**src/rtl/ring_dma_pkg.sv**
```systemverilog
package ring_dma_pkg;
    parameter int ADDR_W = 32;

    typedef enum logic [1:0] {
        STEER_OFF  = 2'd0,
        STEER_TO_A = 2'd1,
        STEER_TO_B = 2'd2,
        STEER_RSVD = 2'd3
    } steer_mode_e;

    // Fold an address into the ring described by base and mask.
    function automatic logic [ADDR_W-1:0] ring_fold(
        input logic [ADDR_W-1:0] a,
        input logic [ADDR_W-1:0] base,
        input logic [ADDR_W-1:0] mask
    );
        return base + (a & mask);
    endfunction
endpackage

```
**src/rtl/ring_dma_addr_step.sv**
```systemverilog
module ring_dma_addr_step
    import ring_dma_pkg::*;
#(
    parameter int QWC_W = 16
) (
    input  logic [ADDR_W-1:0] cur_addr,
    input  logic [QWC_W-1:0]  qwc,
    input  logic [ADDR_W-1:0] base,
    input  logic [ADDR_W-1:0] mask,
    input  logic              ring_en,
    output logic              in_ring,
    output logic [ADDR_W-1:0] next_addr
);
    localparam int STEP_W = QWC_W + 4;

    logic [STEP_W-1:0] step_bytes;
    logic [ADDR_W-1:0] linear;

    always_comb begin
        step_bytes = {qwc, 4'b0000};
        linear     = cur_addr + ADDR_W'(step_bytes);
        in_ring    = ((cur_addr & ~mask) == base);
        next_addr  = ring_en ? ring_fold(linear, base, mask) : linear;
    end
endmodule

```
**src/rtl/ring_dma_handoff.sv**
```systemverilog
module ring_dma_handoff #(
    parameter int NUM_CONS = 2,
    parameter int CNT_W    = 32,
    localparam int SEL_W   = (NUM_CONS > 1) ? $clog2(NUM_CONS) : 1
) (
    input  logic                clk,
    input  logic                rst_n,
    input  logic                launch,
    input  logic [SEL_W-1:0]    launch_sel,
    input  logic [CNT_W-1:0]    launch_cnt,
    input  logic [NUM_CONS-1:0] ready,
    output logic [NUM_CONS-1:0] valid,
    output logic [CNT_W-1:0]    count,
    output logic                busy
);
    typedef struct packed {
        logic             pend;
        logic [SEL_W-1:0] sel;
        logic [CNT_W-1:0] cnt;
    } hs_t;

    hs_t hs_d, hs_q;

    always_comb begin
        hs_d = hs_q;
        if (hs_q.pend && ready[hs_q.sel]) begin
            hs_d.pend = 1'b0;
        end
        if (launch && !hs_q.pend) begin
            hs_d.pend = 1'b1;
            hs_d.sel  = launch_sel;
            hs_d.cnt  = launch_cnt;
        end
    end

    always_ff @(posedge clk) begin
        if (!rst_n) begin
            hs_q <= '0;
        end else begin
            hs_q <= hs_d;
        end
    end

    for (genvar gi = 0; gi < NUM_CONS; gi++) begin : g_valid
        assign valid[gi] = hs_q.pend && (hs_q.sel == SEL_W'(gi));
    end

    assign count = hs_q.cnt;
    assign busy  = hs_q.pend;
endmodule

```
**src/rtl/ring_dma_wrap.sv**
```systemverilog
module ring_dma_wrap
    import ring_dma_pkg::*;
#(
    parameter int QWC_W = 16,
    parameter int CNT_W = 32
) (
    input  logic              clk,
    input  logic              rst_n,
    input  logic [1:0]        cfg_mode,
    input  logic [ADDR_W-1:0] ring_base,
    input  logic [ADDR_W-1:0] ring_mask,
    input  logic              addr_load,
    input  logic [ADDR_W-1:0] addr_load_val,
    input  logic              burst_valid,
    input  logic [QWC_W-1:0]  burst_qwc,
    input  logic              step_end,
    output logic              mem_wr_en,
    output logic [ADDR_W-1:0] mem_wr_addr,
    output logic [QWC_W-1:0]  mem_wr_qwc,
    output logic [ADDR_W-1:0] dst_addr,
    output logic              ring_warn,
    output logic [1:0]        cons_valid,
    input  logic [1:0]        cons_ready,
    output logic [CNT_W-1:0]  cons_count
);
    localparam int NUM_CONS = 2;
    localparam int SEL_W    = $clog2(NUM_CONS);

    typedef struct packed {
        logic [ADDR_W-1:0] addr;
        logic [CNT_W-1:0]  tally;
        logic              warn;
    } wr_state_t;

    wr_state_t   st_d, st_q;
    steer_mode_e mode;
    logic        ring_en;
    logic        in_ring;
    logic [ADDR_W-1:0] stepped;
    logic        hs_busy;
    logic        launch;
    logic [SEL_W-1:0] launch_sel;
    logic [CNT_W-1:0] tally_now;

    assign mode    = steer_mode_e'(cfg_mode);
    assign ring_en = (mode == STEER_TO_A) || (mode == STEER_TO_B);

    ring_dma_addr_step #(.QWC_W(QWC_W)) u_step (
        .cur_addr (st_q.addr),
        .qwc      (burst_qwc),
        .base     (ring_base),
        .mask     (ring_mask),
        .ring_en  (ring_en),
        .in_ring  (in_ring),
        .next_addr(stepped)
    );

    always_comb begin
        st_d      = st_q;
        st_d.warn = 1'b0;
        if (addr_load) begin
            st_d.addr = addr_load_val;
        end else if (burst_valid) begin
            st_d.addr = stepped;
            if (ring_en) begin
                if (in_ring) begin
                    st_d.tally = st_q.tally + CNT_W'(burst_qwc);
                end else begin
                    st_d.warn = 1'b1;
                end
            end
        end
        tally_now  = st_d.tally;
        launch     = step_end && ring_en && (tally_now != '0) && !hs_busy;
        launch_sel = (mode == STEER_TO_B) ? SEL_W'(1) : SEL_W'(0);
        if (launch) begin
            st_d.addr  = ring_fold(st_d.addr, ring_base, ring_mask);
            st_d.tally = '0;
        end
    end

    always_ff @(posedge clk) begin
        if (!rst_n) begin
            st_q <= '0;
        end else begin
            st_q <= st_d;
        end
    end

    ring_dma_handoff #(.NUM_CONS(NUM_CONS), .CNT_W(CNT_W)) u_hs (
        .clk       (clk),
        .rst_n     (rst_n),
        .launch    (launch),
        .launch_sel(launch_sel),
        .launch_cnt(tally_now),
        .ready     (cons_ready),
        .valid     (cons_valid),
        .count     (cons_count),
        .busy      (hs_busy)
    );

    assign mem_wr_en   = burst_valid;
    assign mem_wr_addr = st_q.addr;
    assign mem_wr_qwc  = burst_qwc;
    assign dst_addr    = st_q.addr;
    assign ring_warn   = st_q.warn;
endmodule

```
**config.mk**
```make
export PLATFORM = sky130hd
export DESIGN_NAME = ring_dma_wrap
export DESIGN_NICKNAME = d
export VERILOG_FILES = /design/src/rtl/ring_dma_pkg.sv /design/src/rtl/ring_dma_addr_step.sv /design/src/rtl/ring_dma_handoff.sv /design/src/rtl/ring_dma_wrap.sv
export SDC_FILE = /design/constraint.sdc
export NUM_CORES = 1
export LEC_CHECK = 0
export ABC_AREA = 1
export CAP_MARGIN = 25
export CORE_MARGIN = 4
export CORE_UTILIZATION = 45
export CTS_CLUSTER_SIZE = 20
export DETAILED_ROUTE_END_ITERATION = 10
export PLACE_DENSITY_LB_ADDON = 0.3
export SLEW_MARGIN = 40
export SYNTH_ARGS = -nofsm -noshare
export SYNTH_HDL_FRONTEND = slang
export SYNTH_SLANG_ARGS = --single-unit
```
**constraint.sdc**
```tcl
create_clock -name clk -period 6 [get_ports clk]
set_input_delay 1.2 -clock clk [delete_from_list [all_inputs] [get_ports clk]]
set_output_delay 1.2 -clock clk [all_outputs]
set_load 0.05 [all_outputs]
```
==> flow_summary.toml, run 1 <==
[sta]
drv_slew = 0
fin_crit_sh_pct = 97.1
rsz0062_at_grt = "true"
max_freq_mhz = 172
worstMarginPinSlew_ns = 0.723
period_minus_slack_ns = 5.83
slew_headroom_pct = 51.7
worst_clock_skew_ns = 0.0139
setup_viol = 0
finalHoldViolCount = 0
fin_ws_ns = 0.173

[floorplan]
start_util_pct = 45.7
coreArea_um2 = 26000
num_rows = 59
dieWidth_um = 170
ioPinCount = 237
die_area_um2 = 29000
fp.dieH_um = 170

[finish]
drive_gt1_share_pct = 27.5
ff_latch_area_um2 = 1980
stdcell_area_um2 = 17900
final_nets = 2608
multi_input_area_um2 = 9280
n_fill_cell = 2297
layout_commonest_cell = "nand2_1"
n_antenna_cell = 0
final_cell_mix = "nand2_1, buf_4, inv_1"
area_delta_synth_final_pct = 51.0

[run_status]
status = "complete, no violations"

[setup_path]
path_class = "in2reg"
crit_fanout = 4
crit_buf_inv = 15
crit_top_cell = "buf_4"
worstSetupEndpointType = "flip-flop"
cp.arrival_ns = 6.13
cp.required_ns = 6.30
slowest_stage = "ha_1"
start_kind = "input port"
critical-path-top-delay-family = "buffers and inverters"
max_stage_delay_ns = 0.37

[global_route]
overflow = 0
grt_max_degree = 44
grt_antenna_before_repair = 0
grt_usage_pct = 34.5
grt_pass1_wl_um = 78300
grt_pass1_vias = 14200

[detailed_routing]
vias = 14900
ant_nets = 0
first_pass_iters = 5
wl_per_cell_um = 19.3
drc_errors = 0
wl_um = 52600
vias_per_cell = 5.45
drt_iter0_drc = 1172

[logic_synthesis]
netlist_area_um2 = 11900
synthFlopType = "dfxtp_1"
yosys_warnings = 0
synthDistinctLibCells = 51
synth_edf_count = 0
synth-seq-cells = 99
syn_avg_cell_area_um2 = 6.13
syn-instance-count = 1937
synth_nets = 2157
ys_async_sr_fraction_pct = 0
ys_seq_area_share_pct = 16.7

[min_path]
hp-class = "reg2reg"

[placed_design]
gp_congestion = 1.03
place_ws_ns = -1.11
hpwlAfterDp_um = 41600
io_buffers = 236
dpl_cell_area_um2 = 15900

[clocking]
cts_root_buf = "clkbuf_16"
htreeDepth = 3
clk_latency_ns = 0.37
numCtsBuffers = 9
cts_max_path_buffers = 2
clk_pin_slew_ns = 0.09
tritoncts = "done"
cts.sinks = 99

[job]
max_cap_viol_count = 0

[power]
power_density_nw_per_um2 = 189
p_total_mw = 3.39
irDropWorstVdd_uv = 159
leakage_nw = 8.51
[registers in the layout, summed over array words and instances (netlist names)]
signal	flops
u_hs.busy	1
u_hs.count	32
ring_warn	1
dst_addr	32
st_q	32
u_hs.hs_q	1
[synth_stat cells (5+ instances only)]
cell	instances	area, um^2
dfxtp_1	99	1980
buf_2	6	30.0
o21ai_0	140	701
nor2_2	8	50.1
o21ai_1	12	60.1
a21boi_0	8	60.1
o21a_1	5	37.5
nand4_1	20	125
nand3_1	148	741
o21ai_2	18	158
o21bai_1	7	52.6
ha_1	95	1190
a31oi_1	6	37.5
nand3b_1	15	113
xnor2_1	33	289
clkbuf_1	20	75.1
inv_2	7	26.3
nand2_1	444	1670
inv_1	238	893
o211ai_1	13	97.6
a21o_1	11	82.6
a21oi_1	141	706
nor4_1	11	68.8
buf_4	117	878
nor3_1	21	105
nor2_1	188	706
xor2_1	46	403
buf_6	7	78.8
or2_2	11	68.8
[layer usage]
metal / wire length [um] / GRT usage [%] / up-vias
met5: 0 / 0 / -
met4: 2740 / 15.6 / 0
met1: 21500 / 43.6 / 6882
met3: 3770 / 4.46 / 160
li1: - / - / 7159
met2: 24600 / 58.6 / 665
[logic make-up after synthesis]
group	count (synthesis)	synth area share, %
and+or+nand+nor	878	31.5
buffers and inverters	396	16.7
AOI/OAI and AO/OA	386	18.5
adders and majority gates	99	10.7
DFF	99	16.7
xor gates and xnor gates	79	5.83
[through the flow]
step / setup TNS, ns / hold slack (ns) / std cells / util (%)
floorplan: 0 / 0.443 / 1937 / -
global route: -0.257 / 0.501 / 2728 / 69.0
global placement: -14.75 / 0.460 / 2662 / 61.1
CTS: 0 / 0.477 / 2710 / 65.1
finish: 0 / 0.475 / 2728 / 69.0
detailed placement: -16.49 / 0.466 / 2662 / 61.1
[power by group]
part	internal (mW)	leakage [nW]	switching, mW
clock	0.337	0.152	0.351
sequential	0.676	0.806	0.0370
combinational	0.905	7.55	1.08
total	1.92	8.51	1.47
[final cells by class]
type / count / share of cell area, %
multi-input cells: 1442 / 51.7
repair buffers: 591 / 28.0
flip-flops and latches: 99 / 11.1
inverters: 245 / 5.14
well taps: 335 / 2.34
clock buffers: 9 / 1.26
clock inverters: 7 / 0.509
[worst min-delay path: stages (launching register included)]
cell	delay, ns
dfxtp_1	0.32
nand3_1	0.07
nand2_1	0.05
[final timing paths]
kind,slack [ns],end,startpoint,depth (start not counted)
setup / recovery,0.17,dst_addr[24],burst_qwc[0],37
hold / removal,0.48,u_hs.count[22],u_hs.count[22],2
setup reg to reg,0.66,dst_addr[24],dst_addr[10],40
hold reg to reg,0.48,u_hs.count[22],u_hs.count[22],2
[timing repair]
action                     in CTS  in global routing
resized for setup             142                220
cloned                          0                  0
pin swaps                      44                 88
setup endpoints to repair      16                 19
buffers inserted               32                 18
hold buffers                    0                  0
No activity file was read; power rests on OpenSTA's default activity.
==> run 2, diff against run 1 <==
--- a/config.mk
+++ b/config.mk
@@ -6,9 +6,10 @@
 export NUM_CORES = 1
 export LEC_CHECK = 0
 export ABC_AREA = 1
-export CAP_MARGIN = 25
+export CAP_MARGIN = 40
 export CORE_MARGIN = 4
 export CORE_UTILIZATION = 45
+export CTS_BUF_LIST = sky130_fd_sc_hd__clkbuf_4
 export CTS_CLUSTER_SIZE = 20
 export DETAILED_ROUTE_END_ITERATION = 10
 export PLACE_DENSITY_LB_ADDON = 0.3
==> run 2 against run 1 <==
Via count shrank 2.1%. Die area unchanged. Wire length down 2.9%. Power shrank 11%. Count of clock-buffer cells in the layout did not move. Non-clock buffer count shrank 31. Fmax rose by 1.3%. Sequential power about the same. Critical path depth is 3 lower. Global-route usage fell by 0.61 points. Critical endpoint is now dst_addr[28]. Largest power group unchanged.
==> flow_summary.toml, run 2 (synthesis gave the netlist of run 1 again) <==
[power]
power_density_nw_per_um2 = 176
leakage_nw = 8.23
irDropWorstVdd_uv = 147
p_int_mw = 1.64
p_sw_share_pct = 45.4
p_total_mw = 3.01
power_frac_seq_pct = 23.8
clkPwrFrac_pct = 15.5
combPwrFrac_pct = 60.8
p_sw_mw = 1.37

[detailed_routing]
ant_nets = 0
drc_errors = 0
vias_per_cell = 5.39
drt_iter0_drc = 1125
wl_um = 51100
vias = 14600
wl_per_cell_um = 18.9
first_pass_iters = 7

[global_route]
overflow = 0
grt_max_degree = 44
grt_antenna_before_repair = 1
grt_pass1_wl_um = 76700
grt_usage_pct = 33.9
grt_pass1_vias = 14000

[sta]
fin_crit_sh_pct = 95.9
worst_clock_skew_ns = 0.0320
period_minus_slack_ns = 5.75
whs_ns = 0.484
drv_slew = 0
finalHoldViolCount = 0
setup_tns_ns = 0
worstMarginPinSlew_ns = 0.713
setup_viol = 0
slew_headroom_pct = 52.4
max_freq_mhz = 174

[finish]
ff_latch_area_um2 = 1980
layout_commonest_cell = "nand2_1"
drive_gt1_share_pct = 22.8
multi_input_area_um2 = 8760
area_delta_synth_final_pct = 43.8
n_fill_cell = 2428
final_nets = 2577
final_cell_mix = "nand2_1, buf_4, inv_1"

[setup_path]
crit_path_start = "burst_qwc[8]"
rrSetupSlack_ns = 0.64
max_stage_delay_ns = 0.38
worstReg2RegStart = "dst_addr[10]"
crit_fanout = 4
cp.arrival_ns = 6.23
worstSetupEndpointType = "flip-flop"
path_class = "in2reg"
cp.required_ns = 6.47
r2r_cells = 35
slowest_stage = "ha_2"
crit_top_cell = "nand2_1"
start_kind = "input port"

[placed_design]
hpwlAfterDp_um = 41600
io_buffers = 236
gp_congestion = 1.03

[clocking]
cts.sinks = 99
numCtsBuffers = 9
htreeDepth = 3
cts_root_buf = "clkbuf_4"
cts_max_path_buffers = 2
clk_latency_ns = 0.54
clk_pin_slew_ns = 0.19
tritoncts = "done"

[floorplan]
coreArea_um2 = 26000
dieWidth_um = 170
fp.dieH_um = 170
start_util_pct = 45.7
die_area_um2 = 29000
num_rows = 59
ioPinCount = 237

[min_path]
whs_path_depth = 2
hp-class = "reg2reg"
hold_path.startpoint = "u_hs.count[22]"

[job]
max_cap_viol_count = 0

[run_status]
status = "complete, no violations"
-- run 2: cell types whose count changed in the layout (fill, tap and decap cells not counted), sizes merged --
cell | previous run | this run
dlymetal6s2s | 3 | 14
clkbuf | 19 | 10
diode | 0 | 2
dlygate4sd2 | 2 | 1
buf | 355 | 324
clkdlybuf4s15 | 1 | 0
-- run 2: through the flow --
step / util (%) / setup slack, ns / instances / area [um^2]
4_1_cts: 63.2 / -0.00927 / 2689 / 16400
5_1_grt: 65.7 / -0.0887 / 2698 / 17100
2_1_floorplan: - / 0.0151 / 1937 / 11900
6_report: 65.7 / 0.248 / 2699 / 17100
3_3_place_gp: 61.1 / -1.08 / 2662 / 15900
3_5_place_dp: 61.1 / -1.11 / 2662 / 15900
-- run 2: layer usage --
layer / track usage (%) / up-vias / share of wire [%]
li1: - / 7100 / -
met1: 42.4 / 6719 / 41
met2: 57.9 / 589 / 47
met3: 5.13 / 146 / 6.8
met4: 14.4 / 0 / 4.7
met5: 0 / - / 0
-- run 2: layout make-up --
type,count,share of cell area (%)
Inverter,245,5.39
Clock inverter,7,0.535
Multi-Input combinational cell,1442,51.3
Antenna cell,2,0.0293
Clock buffer,9,0.396
Timing Repair Buffer,560,28.3
Sequential cell,99,11.6
Tap cell,335,2.45
-- run 2: power groups by stage --
stage / registers [mW] / clock network [mW] / logic, mW
2_1_floorplan: 0.715 / 0 / 0.889
4_1_cts: 0.711 / 0.466 / 1.70
5_1_grt: 0.718 / 0.482 / 1.97
3_3_place_gp: 0.723 / 0 / 1.61
3_5_place_dp: 0.723 / 0 / 1.62
6_report: 0.715 / 0.466 / 1.83
-- run 2: timing repair --
action	CTS	global route
buffers inserted	11	8
pin swaps	23	40
gates cloned	0	0
endpoints found under the setup margin	16	20
gates resized for setup	86	133
hold buffers	0	0
-- run 2: critical path: cells and delay by family --
family	cells	cell delay, ns
AND/OR/NAND/NOR	18	2.11
buffers and inverters	7	1.08
adder cells (fa/ha/maj)	3	1.05
AO/OA/AOI/OAI	4	0.46
XOR/XNOR	2	0.31
-- run 2: path summary, 6_finish.rpt --
check	end
worst max-delay path	dst_addr[28]
worst min-delay path	u_hs.count[22]
worst max register to register	dst_addr[28]
worst min register to register	u_hs.count[22]
==> run 3, diff against run 2 <==
==> constraint.sdc (replaced) <==
create_clock -name clk -period 5.7 [get_ports clk]
set_input_delay 1.14 -clock clk [delete_from_list [all_inputs] [get_ports clk]]
set_output_delay 1.14 -clock clk [all_outputs]
set_load 0.05 [all_outputs]
==> run 3 against run 2 <==
Final area rose by 4.6%. Largest cell class unchanged. Critical path depth decreased by 3. Sequential share of layout area decreased by 0.51 points. Critical path type unchanged. First-iteration DRC count increased by 15%. Highest routed layer unchanged. Clock power fell by 7.3%. Wire length fell by 0.16%. Register-to-register slack got worse by 0.18 ns.
==> flow_summary.toml, run 3 (synthesis gave the netlist of run 1 again) <==
[run_status]
status = "complete, no violations"

[clocking]
hold_buffers = 0
cts.sinks = 99
tritoncts = "done"
cts_root_buf = "clkbuf_4"
clk_pin_slew_ns = 0.22
htreeDepth = 3
numCtsBuffers = 9
cts_max_path_buffers = 2
clk_latency_ns = 0.52

[floorplan]
ioPinCount = 237
dieWidth_um = 170
num_rows = 59
die_area_um2 = 29000
coreArea_um2 = 26000
start_util_pct = 45.7
fp.dieH_um = 170

[global_route]
grt_usage_pct = 33.2
grt_max_degree = 44
grt_pass1_wl_um = 75900
grt_antenna_before_repair = 3
overflow = 0
grt_pass1_vias = 14200

[setup_path]
cp.arrival_ns = 6.04
worstSetupEndpointType = "flip-flop"
r2r_cells = 32
crit_fanout = 4
crit_top_cell = "nand2_1"
reg2reg_to = "dst_addr[31]"
worstReg2RegStart = "dst_addr[23]"
cp.required_ns = 6.17
rrSetupSlack_ns = 0.46
slowest_stage = "nor4_4"
path_class = "in2reg"
max_stage_delay_ns = 0.37
start_kind = "input port"

[min_path]
hp-class = "reg2reg"
min_to = "u_hs.count[31]"
hold_path.startpoint = "u_hs.count[31]"
whs_path_depth = 2

[finish]
layout_commonest_cell = "nand2_1"
stdcell_count = 2755
area_delta_synth_final_pct = 50.4
final_nets = 2633
final_cell_mix = "nand2_1, buf_4, inv_1"
drive_gt1_share_pct = 27.5

[sta]
fin_crit_sh_pct = 97.6
finalHoldViolCount = 0
max_freq_mhz = 180
setup_viol = 0
drv_slew = 0
rsz0062_at_grt = "true"
worstMarginPinSlew_ns = 0.695
slew_headroom_pct = 53.2
fin_ws_ns = 0.138
period_minus_slack_ns = 5.56
worst_clock_skew_ns = 0.0430

[placed_design]
dp.cells = 2685
place_ws_ns = -1.19
gp_congestion = 1.01
hpwlAfterDp_um = 41200
io_buffers = 236

[power]
irDropWorstVdd_uv = 130
power_density_nw_per_um2 = 182
p_total_mw = 3.24
leakage_nw = 8.54

[job]
max_cap_viol_count = 0

[detailed_routing]
wl_per_cell_um = 18.5
vias = 14900
drc_errors = 0
drt_iter0_drc = 1297
ant_nets = 0
vias_per_cell = 5.39
first_pass_iters = 5
wl_um = 51100
-- run 3: worst max-delay path by stage --
stage                              from      endpoint  cells after the start
final                     burst_qwc[14]  dst_addr[30]                     31
after detailed placement   burst_qwc[0]  dst_addr[30]                     30
after CTS                  burst_qwc[0]  dst_addr[31]                     35
after global placement     burst_qwc[0]  dst_addr[30]                     30
after global routing       burst_qwc[0]  dst_addr[31]                     37
after floorplan            burst_qwc[0]  dst_addr[31]                     33
-- run 3: power breakdown --
part           internal (mW)  leakage, nW  switching [mW]  total [mW]
Sequential             0.714        0.806          0.0328       0.747
Combinational          0.948         7.65            1.11        2.06
Clock                  0.109       0.0826           0.323       0.432
Total                   1.77         8.54            1.47        3.24
-- run 3: area by class of cell --
class | instances | area [um^2]
diodes | 2 | 5.00
repair buffers | 616 | 5240
clock inverters | 7 | 91.3
clock buffers | 9 | 67.6
inverters | 245 | 920
well taps | 335 | 419
multi-input cells | 1442 | 9130
fillers | 2319 | 8130
flip-flops and latches | 99 | 1980
-- run 3: through the flow --
step / hold WS (ns) / TNS [ns] / area [um^2] / util [%]
floorplan: 0.443 / 0 / 11900 / -
global placement: 0.459 / -15.72 / 16100 / 61.9
detailed placement: 0.461 / -16.50 / 16100 / 61.9
CTS: 0.486 / 0 / 17000 / 65.5
global route: 0.505 / -0.446 / 17900 / 68.7
finish: 0.488 / 0 / 17900 / 68.7
-- run 3: layer usage --
metal  up-vias  part of all wire (%)  track usage [%]
met4         0                   5.0             14.8
li1       7217                     -                -
met1      6864                    41             41.5
met3       154                   6.9             4.44
met2       617                    47             57.1
met5         -                     0                0
-- run 3: what timing repair did --
| item | CTS | global route |
|---|---|---|
| endpoints found under the setup margin | 16 | 18 |
| buffers inserted | 37 | 15 |
| resized for setup | 141 | 170 |
| pin swaps | 67 | 67 |
-- run 3: critical path: cells and delay by family --
family	cells	cell delay [ns]
AO/OA/AOI/OAI	8	1.32
XOR/XNOR	1	0.13
adder cells (fa/ha/maj)	3	0.84
AND/OR/NAND/NOR	13	1.67
buffers and inverters	6	0.92
